File: config.mk
export PLATFORM = sky130hd
export DESIGN_NAME = irq_accept_ctrl
export DESIGN_NICKNAME = d
export VERILOG_FILES = /design/src/rtl/irq_accept_pkg.sv /design/src/rtl/irq_src_arbiter.sv /design/src/rtl/irq_flag_state.sv /design/src/rtl/irq_accept_ctrl.sv
export SDC_FILE = /design/constraint.sdc
export NUM_CORES = 1
export LEC_CHECK = 0
export CORE_MARGIN = 8
export CORE_UTILIZATION = 25
export CTS_BUF_LIST = sky130_fd_sc_hd__clkbuf_4 sky130_fd_sc_hd__clkbuf_8
export CTS_CLUSTER_DIAMETER = 100
export CTS_CLUSTER_SIZE = 20
export DETAILED_ROUTE_END_ITERATION = 8
export HOLD_SLACK_MARGIN = 0.03
export SLEW_MARGIN = 40
export SYNTH_ARGS = -nofsm -noshare
export SYNTH_HDL_FRONTEND = slang
export SYNTH_SLANG_ARGS = --single-unit
File: constraint.sdc
create_clock -name clk -period 2.6 [get_ports clk]
set_input_delay 0.39 -clock clk [delete_from_list [all_inputs] [get_ports clk]]
set_output_delay 0.39 -clock clk [all_outputs]
set_load 0.05 [all_outputs]
File: src/rtl/irq_accept_pkg.sv
package irq_accept_pkg;

   typedef enum logic [1:0] {
      SRC_NONE = 2'd0,
      SRC_MASK = 2'd1,
      SRC_SOFT = 2'd2,
      SRC_NMI  = 2'd3
   } irq_src_e;

   localparam int BIT_IEN   = 0;
   localparam int BIT_SSEL  = 1;
   localparam int LVL_LSB   = 2;

endpackage

File: src/rtl/irq_src_arbiter.sv
module irq_src_arbiter
   import irq_accept_pkg::*;
#(
   parameter int PRIO_W       = 3,
   parameter int NUM_W        = 6,
   parameter int SW_LOW_LIMIT = 32
) (
   input  logic              mask_req,
   input  logic [PRIO_W-1:0] mask_lvl,
   input  logic              nmi_req,
   input  logic              soft_req,
   input  logic [NUM_W-1:0]  soft_num,
   input  logic              restore_req,
   input  logic              cur_ien,
   input  logic [PRIO_W-1:0] cur_lvl,
   output logic              take,
   output irq_src_e          take_src,
   output logic [NUM_W-1:0]  take_num,
   output logic              clr_ssel,
   output logic              load_lvl
);

   localparam int FULL_RANGE = 2 ** NUM_W;

   logic pick_nmi;
   logic pick_soft;
   logic pick_mask;
   logic mask_ok;
   logic soft_low;

   // software number below the stack-select limit
   generate
      if (SW_LOW_LIMIT >= FULL_RANGE) begin : g_low_all
         assign soft_low = 1'b1;
      end else if (SW_LOW_LIMIT <= 0) begin : g_low_none
         assign soft_low = 1'b0;
      end else begin : g_low_cmp
         localparam logic [NUM_W:0] LIM = SW_LOW_LIMIT[NUM_W:0];
         assign soft_low = ({1'b0, soft_num} < LIM);
      end
   endgenerate

   assign mask_ok   = mask_req & cur_ien & (mask_lvl > cur_lvl);
   assign pick_nmi  = ~restore_req & nmi_req;
   assign pick_soft = ~restore_req & ~nmi_req & soft_req;
   assign pick_mask = ~restore_req & ~nmi_req & ~soft_req & mask_ok;

   assign take     = pick_nmi | pick_soft | pick_mask;
   assign load_lvl = pick_mask;
   assign clr_ssel = pick_nmi | pick_mask | (pick_soft & soft_low);

   always_comb begin
      take_src = SRC_NONE;
      take_num = '0;
      if (pick_nmi) begin
         take_src = SRC_NMI;
      end else if (pick_soft) begin
         take_src = SRC_SOFT;
         take_num = soft_num;
      end else if (pick_mask) begin
         take_src = SRC_MASK;
         take_num = NUM_W'(mask_lvl);
      end
   end

   // at most one winner per cycle
   always_comb begin
      a_r8_one_winner : assert ($onehot0({pick_nmi, pick_soft, pick_mask}))
         else $error("more than one source selected");
   end

endmodule

File: src/rtl/irq_flag_state.sv
module irq_flag_state
   import irq_accept_pkg::*;
#(
   parameter int PRIO_W = 3
) (
   input  logic              clk,
   input  logic              rst_n,
   input  logic              take,
   input  logic              clr_ssel,
   input  logic              load_lvl,
   input  logic [PRIO_W-1:0] new_lvl,
   input  logic              restore_req,
   input  logic [PRIO_W+1:0] restore_word,
   output logic [PRIO_W+1:0] flag_word
);

   logic              ien_q;
   logic              ssel_q;
   logic [PRIO_W-1:0] lvl_q;

   always_ff @(posedge clk or negedge rst_n) begin
      if (!rst_n) begin
         ien_q  <= 1'b0;
         ssel_q <= 1'b0;
         lvl_q  <= '0;
      end else if (restore_req) begin
         ien_q  <= restore_word[BIT_IEN];
         ssel_q <= restore_word[BIT_SSEL];
         lvl_q  <= restore_word[LVL_LSB +: PRIO_W];
      end else if (take) begin
         ien_q <= 1'b0;
         if (clr_ssel) ssel_q <= 1'b0;
         if (load_lvl) lvl_q  <= new_lvl;
      end
   end

   always_comb begin
      flag_word                      = '0;
      flag_word[BIT_IEN]             = ien_q;
      flag_word[BIT_SSEL]            = ssel_q;
      flag_word[LVL_LSB +: PRIO_W]   = lvl_q;
   end

   // the enable bit never survives an acceptance
   a_r4_ien_cleared : assert property (@(posedge clk) disable iff (!rst_n)
      (take && !restore_req) |=> !ien_q)
      else $error("enable bit still set after acceptance");

   // restore loads the supplied word
   a_r10_restore_load : assert property (@(posedge clk) disable iff (!rst_n)
      restore_req |=> (flag_word == $past(restore_word)))
      else $error("restore did not load the word");

endmodule

File: src/rtl/irq_accept_ctrl.sv
module irq_accept_ctrl
   import irq_accept_pkg::*;
#(
   parameter int PRIO_W       = 3,
   parameter int NUM_W        = 6,
   parameter int SW_LOW_LIMIT = 32
) (
   input  logic              clk,
   input  logic              rst_n,
   input  logic              mask_req,
   input  logic [PRIO_W-1:0] mask_lvl,
   input  logic              nmi_req,
   input  logic              soft_req,
   input  logic [NUM_W-1:0]  soft_num,
   input  logic              restore_req,
   input  logic [PRIO_W+1:0] restore_word,
   output logic              ack,
   output logic [1:0]        ack_src,
   output logic [NUM_W-1:0]  ack_num,
   output logic [PRIO_W+1:0] saved_flags,
   output logic [PRIO_W+1:0] flags
);

   localparam int FLAG_W = PRIO_W + 2;

   // elaboration-time parameter checks
   generate
      if (PRIO_W < 1 || PRIO_W > 8) begin : g_bad_prio
         $error("PRIO_W must be 1..8");
      end
      if (NUM_W < PRIO_W || NUM_W > 16) begin : g_bad_num
         $error("NUM_W must be at least PRIO_W and at most 16");
      end
   endgenerate

   logic              take;
   irq_src_e          take_src;
   logic [NUM_W-1:0]  take_num;
   logic              clr_ssel;
   logic              load_lvl;
   logic [FLAG_W-1:0] flag_word;
   logic              run_q;

   irq_src_arbiter #(
      .PRIO_W      (PRIO_W),
      .NUM_W       (NUM_W),
      .SW_LOW_LIMIT(SW_LOW_LIMIT)
   ) u_arb (
      .mask_req   (mask_req),
      .mask_lvl   (mask_lvl),
      .nmi_req    (nmi_req),
      .soft_req   (soft_req),
      .soft_num   (soft_num),
      .restore_req(restore_req),
      .cur_ien    (flag_word[BIT_IEN]),
      .cur_lvl    (flag_word[LVL_LSB +: PRIO_W]),
      .take       (take),
      .take_src   (take_src),
      .take_num   (take_num),
      .clr_ssel   (clr_ssel),
      .load_lvl   (load_lvl)
   );

   irq_flag_state #(
      .PRIO_W(PRIO_W)
   ) u_flags (
      .clk         (clk),
      .rst_n       (rst_n),
      .take        (take),
      .clr_ssel    (clr_ssel),
      .load_lvl    (load_lvl),
      .new_lvl     (mask_lvl),
      .restore_req (restore_req),
      .restore_word(restore_word),
      .flag_word   (flag_word)
   );

   always_ff @(posedge clk or negedge rst_n) begin
      if (!rst_n) begin
         ack         <= 1'b0;
         ack_src     <= SRC_NONE;
         ack_num     <= '0;
         saved_flags <= '0;
         run_q       <= 1'b0;
      end else begin
         run_q <= 1'b1;
         ack   <= take;
         if (take) begin
            ack_src     <= take_src;
            ack_num     <= take_num;
            saved_flags <= flag_word;
         end
      end
   end

   assign flags = flag_word;

   // maskable acceptance only with enable bit set
   a_r2_enable_needed : assert property (@(posedge clk) disable iff (!rst_n)
      (ack && ack_src == SRC_MASK) |-> saved_flags[BIT_IEN])
      else $error("maskable taken with enable clear");

   // strictly greater level
   a_r3_strict_level : assert property (@(posedge clk) disable iff (!rst_n)
      (ack && ack_src == SRC_MASK) |->
         (ack_num[PRIO_W-1:0] > saved_flags[LVL_LSB +: PRIO_W]))
      else $error("maskable taken without higher level");

   // level field follows the accepted level
   a_r5_level_load : assert property (@(posedge clk) disable iff (!rst_n)
      (ack && ack_src == SRC_MASK) |->
         (flags[LVL_LSB +: PRIO_W] == ack_num[PRIO_W-1:0]))
      else $error("level field not loaded");

   // high software numbers keep stack-select
   a_r6_ssel_kept : assert property (@(posedge clk) disable iff (!rst_n)
      (ack && ack_src == SRC_SOFT && ({1'b0, ack_num} >= (NUM_W+1)'(SW_LOW_LIMIT))) |->
         (flags[BIT_SSEL] == saved_flags[BIT_SSEL]))
      else $error("stack-select changed on high software number");

   // non-maskable wins
   a_r8_nmi_first : assert property (@(posedge clk) disable iff (!rst_n)
      (run_q && $past(nmi_req) && !$past(restore_req)) |-> (ack && ack_src == SRC_NMI))
      else $error("non-maskable request not taken first");

   // saved word is the word from before the edge
   a_r9_saved_word : assert property (@(posedge clk) disable iff (!rst_n)
      (run_q && ack) |-> (saved_flags == $past(flags)))
      else $error("saved flag word mismatch");

   // restore cycle produces no acknowledge
   a_r10_no_ack_on_restore : assert property (@(posedge clk) disable iff (!rst_n)
      (run_q && $past(restore_req)) |-> !ack)
      else $error("acknowledge during restore");

endmodule

==> results.tsv <==
stage	metric	value	unit
drt	drt-pass1-iter-count	4	
drt	postRouteAntennaNets	0	
global_routing	grt_first_pass_wirelength	4.188	mm
synthesis	synth_nets	114	
global_routing	grt_pass1_vias	865	
timing	fin_setup_tns	0	ns
timing	fin_skew	0.003062	ns
cts	cts_tree	built	
cts	cts-hold-fix-buffers	0	
global_routing	antenna_found_initial	0	
drt	wl_met3	147	um
cts	cts.clk_slew.worst_paths	0.07	ns
timing	rsz0062_at_grt	no	
layout	postLayoutCoreUtil	0.3872	
synthesis	ys_seq_elements	19	
synthesis	ys_seq_area_frac	0.5007	
timing	setup_viol	0	
setup_path	required	2.72	ns
setup_path	cp_max_fo	13	
drt	wl_met1	1.152	mm
drt	wl_met2	1.267	mm
placed_design	port_buffers	38	
power_and_ir_drop	max-vdd-ir-drop	0.1838	mV
floorplanning	num_rows	22	
global_routing	grt.total_usage	0.08407	
cts	clkLatencyLatePin	0.25	ns
cts	root_buffer	clkbuf_8	
cts	cts_buffer_depth	2	
global_routing	grt_max_degree	20	
synthesis	syn_avg_cell_area	10.44	sq um
job	maxCapViolations	0	
synthesis	yosysUniqueCellTypes	26	
drt	drc	0	
global_routing	overflow	0	
min_path	min_path_type	in2async	
layout	final_common_cell	clkdlybuf4s50_1	
drt	drtIter0Drc	34	
drt	drt_wl_total	2.595	mm
placed_design	dp_worst_setup_slack	0.2041	ns
timing	setup_slack	0.4682	ns
timing	tightest_slew	0.5063	ns
floorplanning	core	0.003661	sq mm
placed_design	dp_hpwl	2.135	mm
timing	maxSlewHeadroom	0.6614	
floorplanning	dieArea	0.006027	sq mm
timing	fin_crit_sh	0.8199	
setup_path	endpoint_kind	flop	
drt	routed.top_layer	met4	
timing	final.min_clock_period	2.132	ns
placed_design	place.gp.congestion	0.8004	
outcome	status	complete, no violations	
floorplanning	initial_core_util	0.2594	
setup_path	arrival	2.26	ns
layout	n_antenna_cell	0	
setup_path	ff2ff_setup_slack	0.65	ns
drt	via_per_inst	4.775	
timing	final-hold-violation-count	0	
cts	numClockSinks	19	
power_and_ir_drop	static-leakage-power	0.0005874	uW
timing	maxSlewViolCount	0	
cts	htreeDepth	1	
power_and_ir_drop	power.density	582.8	mW/mm^2
floorplanning	ios	39	
setup_path	rr_worst_depth	6	
drt	wl_per_cell	14.58	um
drt	via_count	850	
synthesis	synth_area	949.7	sq um
floorplanning	die_height	77.64	um
cts	cts_resized	0	
floorplanning	die_w	77.64	um
layout	layout_common_cells	37 x clkdlybuf4s50_1, 19 x dfrtp_1, 16 x nand2_1	
timing	clock.fmax	469.1	MHz
layout	nets	154	
cts	numCtsBuffers	3	
cts	cts_setup_buffers	0	
setup_path	cp-start-kind	input pin	
synthesis	synth_warnings	0	
setup_path	criticalPathCategory	in2reg	
layout	syn2layout_area_growth	49.28	%
synthesis	postSynthCellCount	91	
layout	layout-drive-gt1-share	0.1000	
## synthesized netlist by cell type (all sizes together)
| cell | number | area share |
|---|---|---|
| o211ai | 11 | 0.087 |
| clkbuf | 2 | 0.0079 |
| nor3b | 1 | 0.0079 |
| nand2b | 2 | 0.013 |
| o311ai | 3 | 0.028 |
| nor2b | 2 | 0.013 |
| a32o | 4 | 0.042 |
| o21a | 2 | 0.017 |
| inv | 7 | 0.028 |
| and3 | 1 | 0.0066 |
| buf | 4 | 0.033 |
| nand2 | 16 | 0.063 |
| nor3 | 2 | 0.022 |
| or3b | 1 | 0.012 |
| o21bai | 1 | 0.0079 |
| o221ai | 1 | 0.0092 |
| o21ai | 7 | 0.041 |
| o31ai | 2 | 0.021 |
| dfrtp | 19 | 0.50 |
| ha | 3 | 0.040 |
## worst paths after layout
path	from	to
max	mask_lvl[1]	u_flags.lvl_q[2]
min	rst_n	u_flags.ssel_q
max reg2reg	u_flags.lvl_q[1]	u_flags.lvl_q[2]
min reg2reg	ack_src[1]	ack_src[1]
max in group asynchronous	rst_n	saved_flags[4]
min in group clk	ack_src[1]	ack_src[1]
## where the power goes
| group | total [uW] | switching (uW) | internal (uW) |
|---|---|---|---|
| logic | 274 | 172 | 102 |
| clock network | 210 | 91.1 | 119 |
| registers | 342 | 18.2 | 324 |
## through the flow
stage	power [uW]	hold WS [ns]	instances	instance area, sq um
3_3_place_gp	619.9	0.5058	174	1374
5_1_grt	864.0	0.09144	178	1418
2_1_floorplan	511.2	0.09441	91	949.7
6_report	826.1	0.06949	178	1418
3_5_place_dp	625.9	0.5151	174	1374
4_1_cts	835.5	0.5277	178	1423
## metal layers
layer,track usage,up-vias
li1,-,412
met1,0.1012,413
met2,0.1395,23
met3,0.01959,2
met4,0.03585,0
met5,0,-
## critical path, cell delays in order
cell             delay [ns]
clkdlybuf4s50_1        0.44
ha_1                   0.32
nor2b_1                0.14
o21a_1                 0.29
o21a_2                 0.34
o311ai_0               0.33
## cells by family after synthesis
group,after synthesis,share of synthesized area
and+or+nand+nor,25,0.1383
AOI/OAI and AO/OA,31,0.2530
adders and majority gates,3,0.03953
DFF,19,0.5007
buffers and inverters,13,0.06851
## registers in the layout (all words and copies together) (netlist names)
register,cells
ack_src,2
ack,1
u_flags.lvl_q,3
ack_num,6
u_flags.ien_q,1
u_flags.ssel_q,1
saved_flags,5
## area by class of cell
cell class / count / area (sq um)
Clock buffer: 4 / 48.80
Fill cell: 360 / 2243
Inverter: 7 / 26.28
Multi-Input combinational cell: 59 / 409.1
Sequential cell: 19 / 475.5
Tap cell: 48 / 60.06
Timing Repair Buffer: 41 / 397.9
(Power assumes the default switching activity.)
